<file path="src/rtl/fcs_pkg.sv">
package fcs_pkg;
  localparam int GRP_W = 2;
  localparam int NGRP  = 1 << GRP_W;
  localparam int REG_W = 16;

  localparam logic [GRP_W-1:0] GRP_FRC  = 2'd0;
  localparam logic [GRP_W-1:0] GRP_LPRC = 2'd1;
  localparam logic [GRP_W-1:0] GRP_PRI  = 2'd2;
  localparam logic [GRP_W-1:0] GRP_SEC  = 2'd3;

  localparam int CUR_LSB  = 12;
  localparam int REQ_LSB  = 8;
  localparam int LOCK_BIT = 5;
  localparam int FAIL_BIT = 3;
  localparam int EN_BIT   = 0;
endpackage

</file>
<file path="src/rtl/fcs_monitor.sv">
module fcs_monitor
  import fcs_pkg::*;
#(
  parameter int WIN_CYC = 4
) (
  input  logic             clk,
  input  logic             rst,
  input  logic             mode_on,
  input  logic             sleep_i,
  input  logic             pwrt_done_i,
  input  logic             restart_i,
  input  logic [GRP_W-1:0] cur_grp,
  input  logic [NGRP-1:0]  src_valid_i,
  input  logic [NGRP-1:0]  src_tick_i,
  output logic             fail_o
);
  localparam int CNT_W = $clog2(WIN_CYC + 1);

  logic [CNT_W-1:0] miss_cnt;
  logic             pwrt_q;
  logic             guard;
  logic             watch;
  logic             tick_seen;
  logic             win_fail;
  logic             pwrt_fail;

  assign guard     = mode_on && !sleep_i && (cur_grp != GRP_FRC);
  assign watch     = guard && pwrt_done_i;
  assign tick_seen = src_tick_i[cur_grp];
  assign win_fail  = watch && !tick_seen && (miss_cnt == CNT_W'(WIN_CYC - 1));
  assign pwrt_fail = guard && pwrt_done_i && !pwrt_q && !src_valid_i[cur_grp];
  assign fail_o    = win_fail || pwrt_fail;

  always_ff @(posedge clk) begin
    if (rst) begin
      miss_cnt <= '0;
      pwrt_q   <= 1'b0;
    end else begin
      pwrt_q <= pwrt_done_i;
      if (!watch || tick_seen || fail_o || restart_i)
        miss_cnt <= '0;
      else
        miss_cnt <= miss_cnt + 1'b1;
    end
  end
endmodule

</file>
<file path="src/rtl/fcs_switch.sv">
module fcs_switch
  import fcs_pkg::*;
#(
  parameter int SETTLE_CYC = 2
) (
  input  logic             clk,
  input  logic             rst,
  input  logic             busy_i,
  input  logic [GRP_W-1:0] tgt_grp,
  input  logic [NGRP-1:0]  src_valid_i,
  output logic             done_o
);
  localparam int SET_W = $clog2(SETTLE_CYC + 1);

  logic [SET_W-1:0] run_cnt;
  logic             tgt_ok;

  assign tgt_ok = src_valid_i[tgt_grp];
  assign done_o = busy_i && tgt_ok && (run_cnt == SET_W'(SETTLE_CYC - 1));

  always_ff @(posedge clk) begin
    if (rst || !busy_i || !tgt_ok || done_o)
      run_cnt <= '0;
    else
      run_cnt <= run_cnt + 1'b1;
  end
endmodule

</file>
<file path="src/rtl/fcs_regs.sv">
module fcs_regs
  import fcs_pkg::*;
(
  input  logic             clk,
  input  logic             rst,
  input  logic [GRP_W-1:0] cfg_group_i,
  input  logic             mode_on,
  input  logic             fail_req,
  input  logic             sw_done,
  input  logic             pll_lock_i,
  input  logic             reg_we_i,
  input  logic [REG_W-1:0] reg_wdata_i,
  output logic [REG_W-1:0] reg_rdata_o,
  output logic [GRP_W-1:0] cur_grp,
  output logic [GRP_W-1:0] tgt_grp,
  output logic             sw_en,
  output logic             trap_o
);
  logic [GRP_W-1:0] req_grp;
  logic             fail_flag;
  logic [GRP_W-1:0] wr_grp;
  logic             wr_en;
  logic             wr_fail;
  logic             unused_wbits;

  assign wr_grp  = reg_wdata_i[REQ_LSB +: GRP_W];
  assign wr_en   = reg_wdata_i[EN_BIT];
  assign wr_fail = reg_wdata_i[FAIL_BIT];
  assign unused_wbits = ^{reg_wdata_i[REG_W-1:REQ_LSB+GRP_W],
                          reg_wdata_i[REQ_LSB-1:FAIL_BIT+1],
                          reg_wdata_i[FAIL_BIT-1:EN_BIT+1]};

  always_ff @(posedge clk) begin
    if (rst) begin
      cur_grp   <= cfg_group_i;
      req_grp   <= cfg_group_i;
      tgt_grp   <= cfg_group_i;
      sw_en     <= 1'b0;
      fail_flag <= 1'b0;
      trap_o    <= 1'b0;
    end else begin
      trap_o <= 1'b0;
      if (reg_we_i) req_grp <= wr_grp;
      if (reg_we_i && !wr_fail) fail_flag <= 1'b0;
      if (!mode_on) begin
        cur_grp <= cfg_group_i;
        sw_en   <= 1'b0;
      end else if (fail_req) begin
        cur_grp   <= GRP_FRC;
        fail_flag <= 1'b1;
        sw_en     <= 1'b0;
        trap_o    <= 1'b1;
      end else if (sw_done) begin
        cur_grp <= tgt_grp;
        sw_en   <= 1'b0;
      end else if (reg_we_i) begin
        sw_en <= wr_en;
        if (wr_en && !sw_en) tgt_grp <= wr_grp;
      end
    end
  end

  always_comb begin
    reg_rdata_o = '0;
    reg_rdata_o[CUR_LSB +: GRP_W] = cur_grp;
    reg_rdata_o[REQ_LSB +: GRP_W] = req_grp;
    reg_rdata_o[LOCK_BIT]         = pll_lock_i;
    reg_rdata_o[FAIL_BIT]         = fail_flag;
    reg_rdata_o[EN_BIT]           = sw_en;
  end
endmodule

</file>
<file path="src/rtl/clk_failover_top.sv">
module clk_failover_top
  import fcs_pkg::*;
#(
  parameter int WIN_CYC    = 4,
  parameter int SETTLE_CYC = 2
) (
  input  logic        clk,
  input  logic        rst,
  input  logic [1:0]  cfg_group_i,
  input  logic [1:0]  cfg_mode_i,
  input  logic        sleep_i,
  input  logic        pwrt_done_i,
  input  logic        pll_lock_i,
  input  logic [3:0]  src_valid_i,
  input  logic [3:0]  src_tick_i,
  input  logic        reg_we_i,
  input  logic [15:0] reg_wdata_i,
  output logic [15:0] reg_rdata_o,
  output logic [1:0]  clk_sel_o,
  output logic        trap_o
);
  logic             mode_on;
  logic             fail_req;
  logic             sw_done;
  logic             sw_en;
  logic [GRP_W-1:0] cur_grp;
  logic [GRP_W-1:0] tgt_grp;
  logic             unused_mode;

  assign mode_on     = !cfg_mode_i[1];
  assign unused_mode = cfg_mode_i[0];
  assign clk_sel_o   = cur_grp;

  fcs_monitor #(.WIN_CYC(WIN_CYC)) mon_i (
    .clk         (clk),
    .rst         (rst),
    .mode_on     (mode_on),
    .sleep_i     (sleep_i),
    .pwrt_done_i (pwrt_done_i),
    .restart_i   (sw_done),
    .cur_grp     (cur_grp),
    .src_valid_i (src_valid_i),
    .src_tick_i  (src_tick_i),
    .fail_o      (fail_req)
  );

  fcs_switch #(.SETTLE_CYC(SETTLE_CYC)) sw_i (
    .clk         (clk),
    .rst         (rst),
    .busy_i      (sw_en),
    .tgt_grp     (tgt_grp),
    .src_valid_i (src_valid_i),
    .done_o      (sw_done)
  );

  fcs_regs regs_i (
    .clk         (clk),
    .rst         (rst),
    .cfg_group_i (cfg_group_i),
    .mode_on     (mode_on),
    .fail_req    (fail_req),
    .sw_done     (sw_done),
    .pll_lock_i  (pll_lock_i),
    .reg_we_i    (reg_we_i),
    .reg_wdata_i (reg_wdata_i),
    .reg_rdata_o (reg_rdata_o),
    .cur_grp     (cur_grp),
    .tgt_grp     (tgt_grp),
    .sw_en       (sw_en),
    .trap_o      (trap_o)
  );
endmodule

</file>
<file path="config.mk">
export PLATFORM = sky130hd
export DESIGN_NAME = clk_failover_top
export DESIGN_NICKNAME = d
export VERILOG_FILES = /design/src/rtl/fcs_pkg.sv /design/src/rtl/fcs_monitor.sv /design/src/rtl/fcs_switch.sv /design/src/rtl/fcs_regs.sv /design/src/rtl/clk_failover_top.sv
export SDC_FILE = /design/constraint.sdc
export NUM_CORES = 1
export LEC_CHECK = 0
export ABC_AREA = 1
export BUFFER_PORTS_ARGS = -buffer_cell sky130_fd_sc_hd__buf_4
export CAP_MARGIN = 15
export CORE_MARGIN = 2
export CORE_UTILIZATION = 38
export CTS_CLUSTER_SIZE = 12
export DETAILED_ROUTE_END_ITERATION = 10
export PLACE_DENSITY = 0.8
export SYNTH_ARGS = -nofsm -noshare
export SYNTH_HDL_FRONTEND = slang
export SYNTH_HIERARCHICAL = 1
export SYNTH_SLANG_ARGS = --single-unit
</file>
<file path="constraint.sdc">
create_clock -name clk -period 1.5 [get_ports clk]
set_input_delay 0.3 -clock clk [delete_from_list [all_inputs] [get_ports clk]]
set_output_delay 0.3 -clock clk [all_outputs]
set_load 0.005 [all_outputs]
</file>
# After elaboration in Yosys (flattened, before gate mapping)
# Index checks and enable logic that the tools add are counted.
[classes]
n_addsub = 2
multipliers = 0
div_mod_pow = 0
n_lt_le_gt_ge = 2
n_eq_ne = 5
shifts = 0
mux = 22
bitwise = 0
reduce_logical = 35
[op_table]
columns = ["operator", "count"]
rows = [
  ["$mux 2", 12],
  ["$logic_and 1x1->1", 11],
  ["$logic_not 1->1", 9],
  ["$logic_or 1x1->1", 7],
  ["$mux 1", 7],
  ["$bmux 1 s2", 3],
  ["$lt 2x3->1 const B", 2],
  ["$ne 2x2->1 const B", 3],
  ["$reduce_bool 2->1", 3],
  ["$reduce_and 5->1", 1],
  ["$reduce_bool 4->1", 1],
  ["$reduce_or 2->1", 2],
  ["$reduce_or 4->1", 1],
  ["$add 3x1->3 const B", 1],
  ["$eq 3x2->1 const B", 1],
  ["$add 2x1->2 const B", 1],
  ["$eq 2x1->1 const B", 1],
]
[word_totals]
ff_bits = 15
latchBits = 0
ram_bits = 0
rom_bits = 0
output_inout_bits = 19
n_memories = 0

# Longest topological paths before layout
# Gate-level depths: netlist of run 1.
[depth]
word_depth = 10
ltp_mapped = 9
mapped_depth_nobuf = 9

# By module
# The synthesis of run 1 kept the hierarchy.
[by_module_without_submodules]
columns = ["module", "instances", "cells_each", "area_per_inst_um2", "seq_area_each_um2"]
rows = [
  ["fcs_regs", 1, 59, 503.0, 240.2],
  ["fcs_monitor", 1, 43, 270.3, 80.1],
  ["fcs_switch", 1, 22, 136.4, 40.0],
  ["clk_failover_top", 1, 1, 3.8, 0.0],
]

# Worst setup path before layout of run 1
# Ideal clock, no wire load.
[synth_timing]
kind = "reg2reg"
startpoint = "reg regs_i.cur_grp[0]"
endpoint = "reg regs_i.tgt_grp[0] (enable)"
setup_ns = 0.297
arrival_time_ns = 1.137
required_ns = 1.203
setup_slack_ns = 0.067
path_stages_with_launch = 8
path_buffers = 0
synth_period_minus_slack_ns = 1.433
path_cell_list = "edfxtp_1 > nor2_1 > nor3_1 > nand3_1 > nand2_1 > nor2_1 > nand3_1 > nand2_1"
[synth_between]
elab_chain_cells = 8
elab_cells_between_ends = 16
classes_between = "eq/ne (1); mux (4); reduce/logical (11)"
[synth_lines]
columns = ["item", "line", "text"]
rows = [
  ["start: declaration", "fcs_regs.sv:14", "output logic [GRP_W-1:0] cur_grp,"],
  ["start signal: assignment", "fcs_regs.sv:35", "cur_grp <= cfg_group_i;"],
  ["start signal: assignment", "fcs_regs.sv:46", "cur_grp <= cfg_group_i;"],
  ["start signal: assignment", "fcs_regs.sv:54", "cur_grp <= tgt_grp;"],
  ["$bmux 1 s2 or $reduce_bool 2->1 (tied branches)", "fcs_monitor.sv:29, fcs_monitor.sv:27", ""],
  ["$mux 1 (not written as such) or $logic_and 1x1->1 (tied branches)", "fcs_monitor.sv:29, fcs_monitor.sv:27", ""],
  ["$logic_not 1->1 or $logic_and 1x1->1 (tied branches)", "fcs_monitor.sv:30, fcs_monitor.sv:28, fcs_monitor.sv:31", ""],
  ["$logic_and 1x1->1, on equally long branches (2 in series)", "fcs_monitor.sv:30, fcs_monitor.sv:31", ""],
  ["$logic_or 1x1->1 *", "fcs_monitor.sv:32", "assign fail_o = win_fail || pwrt_fail;"],
  ["net fail_req", "clk_failover_top.sv:23", "logic fail_req;"],
  ["$ne 2x2->1 (no source line) *", "--", ""],
  ["$reduce_and 5->1 (no source line) *", "--", ""],
  ["end signal: assignment", "fcs_regs.sv:37", "tgt_grp <= cfg_group_i;"],
  ["end signal: assignment", "fcs_regs.sv:58", "if (wr_en && !sw_en) tgt_grp <= wr_grp;"],
  ["end: declaration", "fcs_regs.sv:15", "output logic [GRP_W-1:0] tgt_grp,"],
]
# The timed path passes the listed nets; every way through them passes the cells marked *. The select of a mux whose other input is x is not followed.
# A chain may end at the register's enable or synchronous reset.

# Worst setup path in the final report of run 1
[layout_timing]
startpoint = "reg regs_i.cur_grp[0]"
endpoint = "reg regs_i.tgt_grp[1] (enable)"
# Same word-level chain as after synthesis.

==> impl_metrics.csv, run 1 <==
group,metric,value,unit
run_status,status,"finished, violations left",
run_status,violations,"setup timing",
global_route,grt_remaining_overflow,0,
clock_tree,tritoncts,"built",
floorplan,placementRows,17,
logic_synthesis,yosysTopAreaCell,"dfxtp_1",
worst_setup_path,worstPathRequired,1.50,ns
route,wire_per_inst,9.41,microns
route,vias,810,
clock_tree,numClockSinks,15,
global_route,grt_max_degree,9,
worst_setup_path,path_max_fanout,7,
route,drt-pass1-iter-count,4,
cells_and_area,nets,198,
route,drc,0,
cells_and_area,drive_gt1_frac,0.388,
sta,setup_slack,-0.0146,ns
global_route,grt-busiest-layer,"met2",
global_route,antenna_found_initial,0,
power,power_density,730,mW/mm^2
power,p_leak,0.643,nW
sta,fin_crit,1.51,ns
clock_tree,clkTransAtPathRegs,0.08,ns
global_route,grt_pass1_wl,2.61,mm
power,ir_worst_vdd,0.519,mV
worst_setup_path,crit_chain,"nor2_2 -> nor2_2 -> nand4_1 -> nand2_2 -> nor2_2 -> nand3_1 -> nand2_1",
route,post_drt_via_cell_ratio,4.31,
cells_and_area,multi_input_area,425,sq um
sta,setup_viol,2,
global_route,grt_use_met3,0.0254,
cells_and_area,area_delta_synth_final,33.4,%
sta,rsz0062_at_grt,"yes",
floorplan,chipHeight,53.0,microns
logic_synthesis,avgSynthCellArea,7.31,sq um
sta,finalCritPeriodShare,1.01,
logic_synthesis,yosys_warnings,6,
route,ant_nets,0,
floorplan,num_io_pins,53,
sta,tns,-0.0291,ns
logic_synthesis,synth_cells,125,
worst_setup_path,arrival,1.52,ns
cells_and_area,n_fill_cell,218,
worst_setup_path,critical_path.max_stage_delay,0.51,ns
clock_tree,cts-htree-levels,1,
clock_tree,cts-root-buf,"clkbuf_4",
route,wirelength,1.77,mm
worst_setup_path,cp-end-kind,"flop",
logic_synthesis,yosys_register_bits,15,
logic_synthesis,synth_area_leaders,"dfxtp_1 20%, edfxtp_1 20%, buf_4 12%",
worst_hold_path,hold_class,"in2reg",
cells_and_area,layout.area.seq,360,sq um
logic_synthesis,syn_area,913,sq um
job,drv_cap,0,
place,dp_hpwl,1.39,mm
place,dp.cells,180,
place,pre_cts_slack,-0.0582,ns
worst_setup_path,start_kind,"flop",
global_route,use_met2,0.210,
cells_and_area,layoutNonFillerInstCount,188,
floorplan,core_area,0.00223,sq mm
place,place.gp.congestion,0.784,
route,first_iter_violations,16,
floorplan,dieArea,0.00281,sq mm
sta,max_freq,660,MHz
worst_setup_path,crit_buf_inv,0,
floorplan,start_util,0.409,
clock_tree,cts_buffers,3,
global_route,grt_usage,0.130,
worst_setup_path,crit_path_frequent_cell,"nor2_2",
sta,finalHoldViolations,0,
global_route,met1_usage,0.158,
global_route,grt_pass1_vias,672,
logic_synthesis,ys_types,20,
floorplan,die_w,53.0,microns
place,port_buffers,28,
clock_tree,cts_buffer_depth,2,
logic_synthesis,seq_area_frac_synth,0.395,
sta,skew,0.000327,ns
worst_setup_path,critical-path-slowest-cell,"edfxtp_1",
worst_setup_path,cp_top_family,"simple AND/OR/NAND/NOR gates",
worst_setup_path,critical_path_class,"reg2reg",
cells_and_area,diodes,0,
logic_synthesis,synth_top_area_frac,0.197,
clock_tree,clk_latency,0.28,ns
sta,slew_violations,0,
[synth_stat cells, drive strengths merged]
master / instances
or2: 2
o21ai: 4
nor2: 21
conb: 1
buf: 14
nand4: 1
inv: 25
nand3: 11
and3: 1
ha: 3
dfxtp: 9
nand2: 26
edfxtp: 6
nor3: 1
[final timing paths]
path                                       end                         start  cells after the start  slack (ns)
hold reg to reg   mon_i/miss_cnt[0]$_SDFF_PP0_  mon_i/miss_cnt[0]$_SDFF_PP0_                      1        0.42
setup reg to reg   regs_i/tgt_grp[1]$_DFFE_PP_   regs_i/cur_grp[0]$_DFFE_PP_                      7       -0.01
hold / removal         mon_i/pwrt_q$_SDFF_PP0_                           rst                      2        0.25
setup / recovery   regs_i/tgt_grp[1]$_DFFE_PP_   regs_i/cur_grp[0]$_DFFE_PP_                      7       -0.01
[worst reg2reg max path: stages (launching register included)]
cell,delay [ns]
edfxtp_1,0.51
nor2_2,0.16
nor2_2,0.06
nand4_1,0.13
nand2_2,0.08
nor2_2,0.10
nand3_1,0.10
nand2_1,0.10
[layer usage]
layer  up-vias  routed length (microns)
met1       346                      777
met4         0                       35
met2        36                      823
met5         -                        0
met3         2                      133
li1        426                        -
[state kept, by name, indices dropped and copies added (netlist names)]
register	flops
mon_i/miss_cnt	3
regs_i/cur_grp	2
regs_i/req_grp	2
regs_i/tgt_grp	2
sw_i/run_cnt	2
mon_i/pwrt_q	1
regs_i/fail_flag	1
regs_i/sw_en	1
regs_i/trap_o	1
[power by group]
group	switching [W]	internal, W
clock network	0.000121	0.000103
logic	0.0000927	0.000108
registers	0.0000179	0.000447
[cells in the final DEF (no fill, tap or decap)]
cell,instances
nor3_1,1
o21ai_0,1
and3_4,1
conb_1,9
o21ai_1,3
inv_2,4
nand2_4,1
ha_1,3
nor2_2,3
nand3_1,6
nand3_2,5
or2_2,1
buf_4,37
dfxtp_1,9
nand2_1,21
edfxtp_1,6
clkbuf_1,1
nand4_1,1
nor2_1,16
nor2_4,2
clkbuf_4,3
nand2_2,4
inv_1,21
or2_4,1
[cell type report]
class / instances / area share
multi-input combinational: 79 / 0.349
sequential: 15 / 0.296
timing repair buffer: 37 / 0.228
inverter: 25 / 0.0770
tap: 28 / 0.0287
clock buffer: 4 / 0.0216
[cell families (layout without fill, tap and decap cells)]
| logic type | Yosys count | after routing | share of synthesized area |
|---|---|---|---|
| AND/OR/NAND/NOR | 63 | 63 | 0.321 |
| buffers and inverters | 39 | 66 | 0.218 |
| flip-flops | 15 | 15 | 0.395 |
| AO/OA/AOI/OAI | 4 | 4 | 0.0219 |
| adder cells (fa/ha/maj) | 3 | 3 | 0.0411 |
| other | 1 | 9 | 0.00411 |
[what timing repair did]
| item | CTS | global route |
|---|---|---|
| setup endpoints to repair | 8 | 11 |
| pin swaps | 3 | 7 |
| hold buffers | 0 | 0 |
| resized for setup | 3 | 12 |
| setup buffers | 1 | 3 |
| cloned | 0 | 0 |
[per-stage QoR]
step,hold WS [ns],area [sq um],power [W],util
2_1_floorplan,0.371,943,0.000577,-
3_3_place_gp,0.405,1120,0.000645,0.502
3_5_place_dp,0.415,1120,0.000650,0.502
4_1_cts,0.232,1160,0.000881,0.520
5_1_grt,0.236,1220,0.000944,0.546
6_report,0.247,1220,0.000890,0.546
(Power assumes the default switching activity.)
==> run 2, diff against run 1 <==
- clock period: 1.5 -> 1.27 ns (I/O delays scaled with it)
==> run 2 against run 1 <==
Final area grew 8.4%. Critical path type is now reg2out. Combinational power up 41%. Routed wire length increased by 5.4%. The run still ends with setup timing left. Critical endpoint is now reg_rdata_o[12]. Die area did not move. Clock skew rose by 0.0098 ns. Critical path depth shrank 3. Clock power increased by 17%. Largest power group unchanged.
==> impl_metrics.csv, run 2 (synthesized netlist as in run 1, its figures left out) <==
group,metric,value,unit
run_status,status,"finished, violations left",
run_status,violations,"setup timing",
sta,tns,-3.11,ns
cells_and_area,layoutNonFillerInstCount,194,
place,place.gp.congestion,0.756,
worst_setup_path,reg2reg_depth,7,
floorplan,dieArea,0.00281,sq mm
worst_setup_path,arrival,1.30,ns
cells_and_area,nets,204,
global_route,grt_pass1_wl,3.02,mm
cells_and_area,final_common_cell,"buf_4",
floorplan,num_io_pins,53,
route,dr_wl_met3,139,microns
route,first_iter_violations,4,
sta,setup_slack,-0.282,ns
route,drt-pass1-iter-count,4,
route,post_drt_via_cell_ratio,4.30,
global_route,grt_usage,0.148,
sta,slew_violations,0,
cells_and_area,area_delta_synth_final,44.7,%
power,finalPower,0.00109,W
place,dp.cells,184,
floorplan,placementRows,17,
route,vias,835,
cells_and_area,diodes,0,
worst_hold_path,whs_path_depth,2,
worst_hold_path,hold_class,"in2reg",
route,ant_nets,0,
job,drv_cap,0,
worst_setup_path,reg2reg_slack,-0.28,ns
sta,finalHoldViolations,0,
clock_tree,cts-htree-levels,1,
floorplan,start_util,0.409,
worst_setup_path,start_kind,"flop",
power,p_leak,0.692,nW
cells_and_area,final_util,0.592,
power,ir_worst_vdd,0.676,mV
global_route,grt_max_degree,10,
clock_tree,numClockSinks,15,
route,drt-met1-wl,728,microns
sta,fin_crit,1.55,ns
cells_and_area,final_cell_mix,"36 x buf_4, 22 x inv_1, 19 x nand2_1",
worst_setup_path,r2r-start,"regs_i/cur_grp[0]$_DFFE_PP_",
floorplan,core_area,0.00223,sq mm
cells_and_area,drive_gt1_frac,0.446,
clock_tree,cts_buffers,3,
route,wirelength,1.87,mm
route,drc,0,
worst_hold_path,min_from,"rst",
route,highest_layer,"met4",
clock_tree,cts-root-buf,"clkbuf_4",
sta,finalCritPeriodShare,1.22,
sta,hold_ws,0.191,ns
route,wire_per_inst,9.61,microns
floorplan,chipHeight,53.0,microns
floorplan,die_w,53.0,microns
route,dr_wl_met2,980,microns
worst_setup_path,cp-end-kind,"output port",
global_route,antenna_found_initial,0,
clock_tree,tritoncts,"built",
place,dp_hpwl,1.42,mm
sta,skew,0.0101,ns
clock_tree,clk_latency,0.28,ns
power,power_density,827,mW/mm^2
cells_and_area,largest_register_ffs,3,
sta,rsz0062_at_grt,"yes",
cells_and_area,n_fill_cell,214,
clock_tree,cts_buffer_depth,2,
worst_setup_path,path_max_fanout,7,
place,port_buffers,28,
worst_setup_path,worstPathRequired,1.02,ns
global_route,grt_pass1_vias,781,
cells_and_area,largest-register,"mon_i/miss_cnt",
clock_tree,clkTransAtPathRegs,0.09,ns
sta,max_freq,644,MHz
worst_setup_path,crit_start,"regs_i/cur_grp[0]$_DFFE_PP_",
sta,setup_viol,16,
global_route,grt_remaining_overflow,0,
worst_setup_path,critical_path_class,"reg2out",
==> run 2: cell count changes in the layout (fill, tap and decap cells not counted), sizes merged <==
cell / delta
clkinv: +1
clkbuf: -1
buf: +6
==> run 2: layout make-up <==
class                      count  area (sq um)  area share
tap                           28          35.0      0.0265
clock buffer                   3          22.5      0.0170
multi-input combinational     79           455       0.345
sequential                    15           360       0.273
inverter                      25          93.8      0.0710
clock inverter                 1          5.00     0.00379
timing repair buffer          43           349       0.264
==> run 2: stage by stage <==
stage / instance area [sq um] / setup slack (ns)
2_1_floorplan: 948 / -0.159
3_3_place_gp: 1160 / -0.265
3_5_place_dp: 1160 / -0.286
4_1_cts: 1240 / -0.241
5_1_grt: 1320 / -0.379
6_report: 1320 / -0.282
==> run 2: critical path, cell delays in order (launching register included) <==
cell and delay, ns:
edfxtp_1 0.52, buf_4 0.19, buf_6 0.10, buf_6 0.11, buf_6 0.10
==> run 2: path summary, 6_finish.rpt <==
path                                       end
setup reg to reg   regs_i/tgt_grp[1]$_DFFE_PP_
hold reg to reg   mon_i/miss_cnt[0]$_SDFF_PP0_
hold / removal         mon_i/pwrt_q$_SDFF_PP0_
setup / recovery               reg_rdata_o[12]
==> run 2: what timing repair did <==
item	4_1_cts	5_1_grt
gates resized for setup	11	16
setup buffers	4	3
pin swaps	5	6
setup endpoints to repair	16	16
hold buffers	0	0
==> run 2: where the power goes <==
group          internal (W)  total, W  switching [W]
registers          0.000528  0.000549      0.0000213
logic              0.000158  0.000283       0.000125
clock network      0.000117  0.000261       0.000144
total              0.000802   0.00109       0.000290
==> run 2: per-layer routing <==
metal  GRT usage  vias to the layer above
met5           0                        -
li1            -                      439
met3      0.0226                        2
met1       0.159                      361
met2       0.275                       33
met4      0.0769                        0
